==> config.mk <==
export PLATFORM = sky130hd
export DESIGN_NAME = wcg_top
export DESIGN_NICKNAME = d
export VERILOG_FILES = /design/src/rtl/wcg_pkg.sv /design/src/rtl/wcg_timer.sv /design/src/rtl/wcg_strobe.sv /design/src/rtl/wcg_lock.sv /design/src/rtl/wcg_top.sv
export SDC_FILE = /design/constraint.sdc
export NUM_CORES = 1
export LEC_CHECK = 0
export ABC_AREA = 1
export ABC_CLOCK_PERIOD_IN_PS = 1700
export BUFFER_PORTS_ARGS = -buffer_cell sky130_fd_sc_hd__buf_2
export CAP_MARGIN = 10
export CORE_ASPECT_RATIO = 0.9
export CORE_MARGIN = 1
export CORE_UTILIZATION = 40
export DETAILED_ROUTE_END_ITERATION = 8
export GPL_ROUTABILITY_DRIVEN = 0
export PLACE_DENSITY = 0.6
export SLEW_MARGIN = 10
export SYNTH_ARGS = -nofsm -noshare
export SYNTH_HDL_FRONTEND = slang
export SYNTH_SLANG_ARGS = --single-unit
==> constraint.sdc <==
create_clock -name clk -period 1.7 [get_ports clk]
set_clock_uncertainty 0.1 [all_clocks]
set_input_delay 0.17 -clock clk [delete_from_list [all_inputs] [get_ports clk]]
set_output_delay 0.17 -clock clk [all_outputs]
set_load 0.03 [all_outputs]
==> src/rtl/wcg_pkg.sv <==
package wcg_pkg;

    typedef enum logic [1:0] {
        WS_IDLE  = 2'd0,
        WS_ARMED = 2'd1,
        WS_PROG  = 2'd2
    } wstate_e;

    typedef enum logic [1:0] {
        WV_GO    = 2'd0,
        WV_LOWV  = 2'd1,
        WV_PROT  = 2'd2,
        WV_EMPTY = 2'd3
    } verdict_e;

    // Decide at STOP whether the buffered write may run.
    function automatic verdict_e judge(input logic low, input logic prot_on,
                                       input logic lower_half, input logic empty);
        if (low)
            return WV_LOWV;
        if (empty)
            return WV_EMPTY;
        if (prot_on && lower_half)
            return WV_PROT;
        return WV_GO;
    endfunction

endpackage

==> src/rtl/wcg_timer.sv <==
module wcg_timer #(
    parameter int CYCLE_TICKS = 40
) (
    input  logic clk,
    input  logic rst,
    input  logic start,
    output logic last
);
    localparam int CW = $clog2(CYCLE_TICKS + 1);

    logic [CW-1:0] cnt;

    always_ff @(posedge clk) begin
        if (rst)
            cnt <= '0;
        else if (start)
            cnt <= CW'(CYCLE_TICKS - 1);
        else if (cnt != '0)
            cnt <= cnt - 1'b1;
    end

    assign last = (cnt == '0);

endmodule

==> src/rtl/wcg_strobe.sv <==
module wcg_strobe #(
    parameter int ADDR_W     = 8,
    parameter int PAGE_BYTES = 16,
    localparam int OFF_W     = $clog2(PAGE_BYTES),
    localparam int PAGE_W    = ADDR_W - OFF_W,
    localparam int CNT_W     = OFF_W + 1
) (
    input  logic              clk,
    input  logic              rst,
    input  logic              start,
    input  logic              active,
    input  logic [PAGE_W-1:0] page,
    input  logic [OFF_W-1:0]  first,
    input  logic [CNT_W-1:0]  nbytes,
    output logic              we,
    output logic [ADDR_W-1:0] addr
);
    typedef struct packed {
        logic [PAGE_W-1:0] page;
        logic [OFF_W-1:0]  first;
        logic [CNT_W-1:0]  nb;
    } job_t;

    job_t             job;
    logic [CNT_W-1:0] idx;
    logic [OFF_W-1:0] off_now;

    always_ff @(posedge clk) begin
        if (rst) begin
            job <= '0;
            idx <= '0;
        end else if (start) begin
            job <= '{page: page, first: first, nb: nbytes};
            idx <= '0;
        end else if (active && (idx < job.nb)) begin
            idx <= idx + 1'b1;
        end
    end

    assign off_now = job.first + idx[OFF_W-1:0];
    assign we      = active && (idx < job.nb);
    assign addr    = {job.page, off_now};

    // back-to-back strobes walk the offset by one inside a fixed page
    assert_offset_walk_R2: assert property (@(posedge clk) disable iff (rst)
        (we && $past(we)) |->
            ((addr[OFF_W-1:0] == $past(addr[OFF_W-1:0]) + 1'b1) &&
             (addr[ADDR_W-1:OFF_W] == $past(addr[ADDR_W-1:OFF_W]))));

endmodule

==> src/rtl/wcg_lock.sv <==
module wcg_lock (
    input  logic clk,
    input  logic rst,
    input  logic req,
    input  logic allow,
    output logic prot,
    output logic ack
);
    always_ff @(posedge clk) begin
        if (rst) begin
            prot <= 1'b0;
            ack  <= 1'b0;
        end else begin
            ack <= 1'b0;
            if (req && allow && !prot) begin
                prot <= 1'b1;
                ack  <= 1'b1;
            end
        end
    end

    // the protection bit never clears
    assert_lock_keep_R9: assert property (@(posedge clk) disable iff (rst)
        prot |=> prot);

    // an acknowledge only accompanies the first setting
    assert_ack_first_R9: assert property (@(posedge clk) disable iff (rst)
        ack |-> $rose(prot));

endmodule

==> src/rtl/wcg_top.sv <==
module wcg_top #(
    parameter int ADDR_W      = 8,
    parameter int PAGE_BYTES  = 16,
    parameter int CYCLE_TICKS = 40,
    localparam int OFF_W      = $clog2(PAGE_BYTES),
    localparam int PAGE_W     = ADDR_W - OFF_W,
    localparam int CNT_W      = OFF_W + 1
) (
    input  logic              clk,
    input  logic              rst,
    input  logic              d0_capture,
    input  logic              wr_req,
    input  logic [PAGE_W-1:0] wr_page,
    input  logic [OFF_W-1:0]  wr_first,
    input  logic [CNT_W-1:0]  wr_count,
    input  logic              wp_pin,
    input  logic              vcc_low,
    input  logic              lock_req,
    output logic              busy,
    output logic              arr_we,
    output logic [ADDR_W-1:0] arr_addr,
    output logic              cancel_flag,
    output logic              protect_set,
    output logic              lock_ack
);
    import wcg_pkg::*;

    localparam int RUN_W = $clog2(CYCLE_TICKS + 1);

    wstate_e          st;
    verdict_e         verdict;
    logic             start;
    logic             tick_last;
    logic [CNT_W-1:0] nb_clamped;
    logic [RUN_W-1:0] run;

    assign verdict    = judge(vcc_low, protect_set, ~wr_page[PAGE_W-1], wr_count == '0);
    assign nb_clamped = (wr_count > CNT_W'(PAGE_BYTES)) ? CNT_W'(PAGE_BYTES) : wr_count;
    assign start      = (st == WS_ARMED) && !wp_pin && wr_req && (verdict == WV_GO);
    assign busy       = (st == WS_PROG);

    always_ff @(posedge clk) begin
        if (rst) begin
            st          <= WS_IDLE;
            cancel_flag <= 1'b0;
        end else begin
            unique case (st)
                WS_IDLE: begin
                    if (d0_capture) begin
                        if (wp_pin)
                            cancel_flag <= 1'b1;
                        else
                            st <= WS_ARMED;
                    end
                end
                WS_ARMED: begin
                    if (wp_pin) begin
                        st          <= WS_IDLE;
                        cancel_flag <= 1'b1;
                    end else if (wr_req) begin
                        if (verdict == WV_GO) begin
                            st          <= WS_PROG;
                            cancel_flag <= 1'b0;
                        end else begin
                            st <= WS_IDLE;
                        end
                    end
                end
                WS_PROG: begin
                    if (wp_pin) begin
                        st          <= WS_IDLE;
                        cancel_flag <= 1'b1;
                    end else if (tick_last) begin
                        st <= WS_IDLE;
                    end
                end
                default: st <= WS_IDLE;
            endcase
        end
    end

    wcg_timer #(.CYCLE_TICKS(CYCLE_TICKS)) u_timer (
        .clk   (clk),
        .rst   (rst),
        .start (start),
        .last  (tick_last)
    );

    wcg_strobe #(.ADDR_W(ADDR_W), .PAGE_BYTES(PAGE_BYTES)) u_strobe (
        .clk    (clk),
        .rst    (rst),
        .start  (start),
        .active (busy),
        .page   (wr_page),
        .first  (wr_first),
        .nbytes (nb_clamped),
        .we     (arr_we),
        .addr   (arr_addr)
    );

    wcg_lock u_lock (
        .clk   (clk),
        .rst   (rst),
        .req   (lock_req),
        .allow ((st == WS_IDLE) && !vcc_low),
        .prot  (protect_set),
        .ack   (lock_ack)
    );

    // Length of the current busy run, watched by the cycle-length checks.
    always_ff @(posedge clk) begin
        if (rst || !busy)
            run <= '0;
        else
            run <= run + 1'b1;
    end

    // a program cycle never outlasts its tick budget
    assert_busy_cap_R1: assert property (@(posedge clk) disable iff (rst)
        busy |-> (run < RUN_W'(CYCLE_TICKS)));

    // a cycle not cut by the pin lasts the full budget
    assert_busy_full_R1: assert property (@(posedge clk) disable iff (rst)
        ($fell(busy) && !$past(wp_pin)) |-> ($past(run) == RUN_W'(CYCLE_TICKS - 1)));

    // strobes only appear inside a program cycle
    assert_strobe_in_cycle_R2: assert property (@(posedge clk) disable iff (rst)
        arr_we |-> busy);

    // the pin ends a running cycle on the next edge
    assert_wp_abort_R5: assert property (@(posedge clk) disable iff (rst)
        (busy && wp_pin) |=> !busy);

    // the cancel flag only rises because of the pin
    assert_cancel_cause_R4: assert property (@(posedge clk) disable iff (rst)
        $rose(cancel_flag) |-> $past(wp_pin));

    // no cycle can start on a low supply
    assert_low_supply_R7: assert property (@(posedge clk) disable iff (rst)
        (!busy && vcc_low) |=> !busy);

    // protected region never receives a strobe
    assert_prot_region_R8: assert property (@(posedge clk) disable iff (rst)
        (arr_we && protect_set) |-> arr_addr[ADDR_W-1]);

    // a protection command during a cycle is never acknowledged
    assert_busy_no_ack_R10: assert property (@(posedge clk) disable iff (rst)
        busy |=> !lock_ack);

    // an accepted write clears the sticky flag
    assert_cancel_clear_R11: assert property (@(posedge clk) disable iff (rst)
        start |=> !cancel_flag);

endmodule

Word-level counts from Yosys, hierarchy flattened

Index checks and enable logic that the tools add are counted.

Register bits: 29
Word-level logic and storage cells: 74
Output and inout bits: 13
Bits of input ports: 20

Bitwise gates (word level): 1
$lt $le $gt $ge: 2
Add/subtract/negate cells: 3
Reductions and logical operators: 21
Eq/ne operators: 7
Multiplexer cells: 30

Operator list:

| kind                                                   | number |
|---|---|
| two-way mux 2 bit                                      | 13 |
| two-way mux 1 bit                                      | 12 |
| two-way mux 6 bit                                      | 2 |
| logical AND 1 bit                                      | 8 |
| AND reduction 4 bit                                    | 2 |
| zero test 6 bit                                        | 1 |
| inequality test 3 bit (second input constant)          | 2 |
| one-hot mux 2 bit (3 select lines)                     | 1 |
| nonzero test 6 bit                                     | 1 |
| subtractor 6 x 1 -> 6 bit (second input constant)      | 1 |
| adder 5 x 1 -> 5 bit (second input constant)           | 1 |
| > comparator 5 bit (second input constant)             | 1 |
| zero test 5 bit                                        | 1 |
| less-than comparator 5 bit                             | 1 |
| two-way mux 5 bit                                      | 1 |
| adder 4 bit                                            | 1 |
| zero test 2 bit                                        | 2 |
| inequality test 2 bit (second input constant)          | 2 |
| zero test 1 bit                                        | 3 |
| inequality test 3 x 2 -> 1 bit (second input constant) | 1 |
| one-hot mux 1 bit (3 select lines)                     | 1 |
| nonzero test 3 bit                                     | 1 |
| == test 2 x 1 -> 1 bit (second input constant)         | 1 |
| == test 2 bit (second input constant)                  | 1 |
| other kinds (3)                                        | 3 |

Longest topological paths before layout

Depth after elaboration: 13
Mapped depth: 9

By module

From an unflattened synthesis, not the netlist that was laid out.

Cell total of the unflattened synthesis: 242
Area total of the unflattened synthesis: 1672.9 um^2

By module, submodules not included:

| module     | instances | cells an instance | area an instance (um^2) |
|---|---|---|---|
| wcg_strobe | 1         | 140               | 1007.2 |
| wcg_timer  | 1         | 49                | 349.1 |
| wcg_top    | 1         | 45                | 249.0 |
| wcg_lock   | 1         | 8                 | 67.6 |

Worst setup path before layout

Ideal clock, no wire load.

Kind: register to output
Start: reg u_strobe.idx[0]
End: out arr_addr[2]
Slack: -0.049 ns
Arrival: 1.479 ns
Cell stages (with the launch flop): 4
Cell sequence: dfxtp_1 ha_1 fa_1 xor2_1

Cells in the longest elaborated chain, start to end: 1

RTL lines:

| what                   | RTL line         | source |
|---|---|---|
| start, declared        | wcg_strobe.sv:25 | `logic [CNT_W-1:0] idx;` |
| start signal, assigned | wcg_strobe.sv:36 | `idx <= idx + 1'b1;` |
| adder 4 bit            | wcg_strobe.sv:40 | `assign off_now = job.first + idx[OFF_W-1:0];` |
| end, declared          | wcg_top.sv:21    | `output logic [ADDR_W-1:0] arr_addr,` |

No other way between the ends.

Worst setup path after layout

Start: reg u_strobe.job[5] (netlist name)
End: out arr_addr[1]

Cells in the longest elaborated chain, start to end: 1

RTL lines:

| what                   | RTL line         | source |
|---|---|---|
| start, declared        | wcg_strobe.sv:24 | `job_t job;` |
| start signal, assigned | wcg_strobe.sv:33 | `job <= '{page: page, first: first, nb: nbytes};` |
| adder 4 bit            | wcg_strobe.sv:40 |  |

No other way between the ends.

==> run_results.csv <==
group,metric,value,unit
layout,area_growth,30.7,%
clock_tree,hold_buffers,0,
timing,hold_ws,0.0207,ns
clock_tree,cts.clk_slew.worst_paths,0.06,ns
layout,n_antenna_cell,0,
synthesis,yosysSeqAreaShare,37.2,%
placed_design,hpwl,2240,µm
timing,hold_viol,0,
layout,final_common_cell,"nand2_1",
global_routing,grt_antenna_before_repair,0,
timing,tightest_slew,0.421,ns
die,initial_core_util,41.9,%
timing,fin_tns_setup,0,ns
setup_path,r2r_start,"u_strobe.idx[1]$_SDFFE_PP0P_",
setup_path,endpoint_kind,"output port",
global_routing,grt-ovfl-total,0,
clock_tree,cts.path.max_buffers,2,
global_routing,grt_pass1_vias,1195,
synthesis,syn_area,1560,µm²
synthesis,synth_area_per_cell,7.58,µm²
die,fp.dieW,67.9,µm
routing,wire_per_inst,10.9,µm
status,status,"completed",
layout,layout-drive-gt1-share,38.5,%
synthesis,synthCells,206,
setup_path,cp.arrival,1.43,ns
flow_run,maxCapViolCount,0,
die,design.core.area,3730,µm²
routing,dr_total_vias,1384,
clock_tree,clk_latency,0.27,ns
setup_path,cp_slowest_stage_delay,0.53,ns
placed_design,portBuffers,32,
timing,post-route-period-util,99.9,%
routing,drc_errors,0,
power,power_frac_seq,42.8,%
routing,drt_iter0_markers,49,
timing,drv_slew,0,
routing,finalWirelength,3200,µm
clock_tree,cts.sinks,29,
layout,layout_common_cells,"34 x nand2_1, 28 x buf_2, 26 x nor2_1, 19 x dfxtp_1, 16 x inv_1",
setup_path,crit_start,"u_strobe.job[5]$_SDFFE_PP0P_",
synthesis,synth-seq-cells,29,
timing,max_slew_margin,71.9,%
power,p_leak,0.914,nW
power,p_int,0.00126,W
global_routing,grt_max_degree,17,
routing,drtAntennaViolNets,0,
synthesis,synth.distinct_cells,27,
setup_path,critPathMaxFanout,2,
clock_tree,cts_tree,"yes",
routing,first_pass_iters,4,
timing,finalSetupViolCount,0,
timing,max_freq,589,MHz
hold_path,worstHoldStart,"wr_first[0]",
power,peakVddDrop,0.644,mV
hold_path,hp-class,"input port to flop",
layout,fin_area,2040,µm²
power,p_sw_share,31.2,%
setup_path,cp_slowest_cell,"fa_2",
routing,vias_per_cell,4.72,
die,fp.dieH,61.3,µm
clock_tree,clock-root-buffer,"clkbuf_8",
die,io_pins,33,
power,switchingPower,0.000571,W
timing,rsz0062_at_grt,"true",
layout,fillers,358,
setup_path,path_class,"flop to output port",
synthesis,synth_fp_nets,237,
power,p_comb_share,26.7,%
synthesis,yosysWarnings,0,
die,dieArea,4160,µm²
placed_design,placed_area,1770,µm²
clock_tree,htreeDepth,2,
power,clkPwrFrac,30.5,%
global_routing,track_usage,17.5,%
clock_tree,cts_buffers,5,
setup_path,path_cells,"ha_4 > fa_2 > buf_6",
die,row_count,21,
timing,fin_crit,1.70,ns
layout,nNetsFinal,278,
power,p_per_area,898,nW/µm²
setup_path,cp-start-kind,"flop",
setup_path,cp.required,1.43,ns
global_routing,grt_pass1_wl,5260,µm
path summary, 6_finish.rpt:
kind / end / slack [ns] / cells after the start
min reg2reg: u_strobe.job[4]$_SDFFE_PP0P_ / 0.37 / 2
min: u_strobe.job[5]$_SDFFE_PP0P_ / 0.02 / 3
max reg2reg: u_strobe.idx[0]$_SDFFE_PP0P_ / 0.12 / 9
max: arr_addr[1] / 0.001 / 3
layout make-up:
cell class              instances  area [µm²]  share of cell area (%)
multi-input cells             146         948                    46.5
flip-flops and latches         29         601                    29.4
clock buffers                   7        86.3                    4.23
inverters                      23        91.3                    4.48
well taps                      46        57.6                    2.82
repair buffers                 42         256                    12.6
power groups by stage:
| stage | clock (W) | combinational [W] | sequential (W) |
|---|---|---|---|
| 6_report | 0.000558 | 0.000489 | 0.000785 |
| 5_1_grt | 0.000603 | 0.000566 | 0.000794 |
| 4_1_cts | 0.000577 | 0.000490 | 0.000788 |
| 3_5_place_dp | 0 | 0.000487 | 0.000801 |
| 3_3_place_gp | 0 | 0.000486 | 0.000803 |
| 2_1_floorplan | 0 | 0.000386 | 0.000803 |
critical path: cells and delay by family (launching register included):
kind       cells  cell delay (ns)
buf+inv        1             0.13
fa+ha+maj      2             0.69
flops          1             0.34
synth_stat cells (all sizes together):
master / n / share of area [%]
nand4: 5 / 2.4
o21bai: 1 / 0.48
inv: 23 / 5.5
buf: 6 / 3.4
nor2: 33 / 9.2
a21oi: 17 / 6.7
ha: 10 / 8.0
fa: 1 / 1.3
o21ai: 16 / 5.1
nand3: 14 / 4.8
xnor2: 4 / 2.2
dfxtp: 29 / 37
clkbuf: 2 / 0.48
nor3: 3 / 1.7
xor2: 3 / 1.7
nand2: 38 / 9.5
or2: 1 / 0.40
repair_timing:
item                                    CTS  global route
buffers inserted                          3             1
resized for setup                        20            21
pin swaps                                 7            11
endpoints found under the setup margin    4            14
logic make-up after synthesis:
family	share of synthesized area [%]
DFF	37.2
buffers and inverters	9.37
xor gates and xnor gates	3.93
AOI/OAI and AO/OA	12.3
and+or+nand+nor	28.0
adders and majority gates	9.29
sequential cells by signal, indices dropped and copies added, names as in the netlist:
| signal | cells |
|---|---|
| u_timer.cnt | 6 |
| u_strobe.idx | 5 |
| u_lock.prot | 1 |
| u_strobe.job | 9 |
| u_lock.ack | 1 |
| cancel_flag | 1 |
| u_strobe.addr | 4 |
| st | 2 |
layer usage:
layer  track usage [%]  vias up  wire [µm]
li1                  -      742          -
met1              23.6      609       1650
met2              26.6       31       1390
met3              5.19        2        154
met4              6.25        0         19
met5                 0        -          0
per-stage QoR:
stage	setup WS [ns]	util [%]	std cells	power [W]
floorplan	0.00569	-	206	0.00119
CTS	0.00543	52.3	292	0.00186
global placement	0.115	47.5	282	0.00129
finish	0.00122	54.7	293	0.00183
global route	-0.0460	54.7	293	0.00196
detailed placement	0.0861	47.5	282	0.00129
No activity file was read; power rests on OpenSTA's default activity.
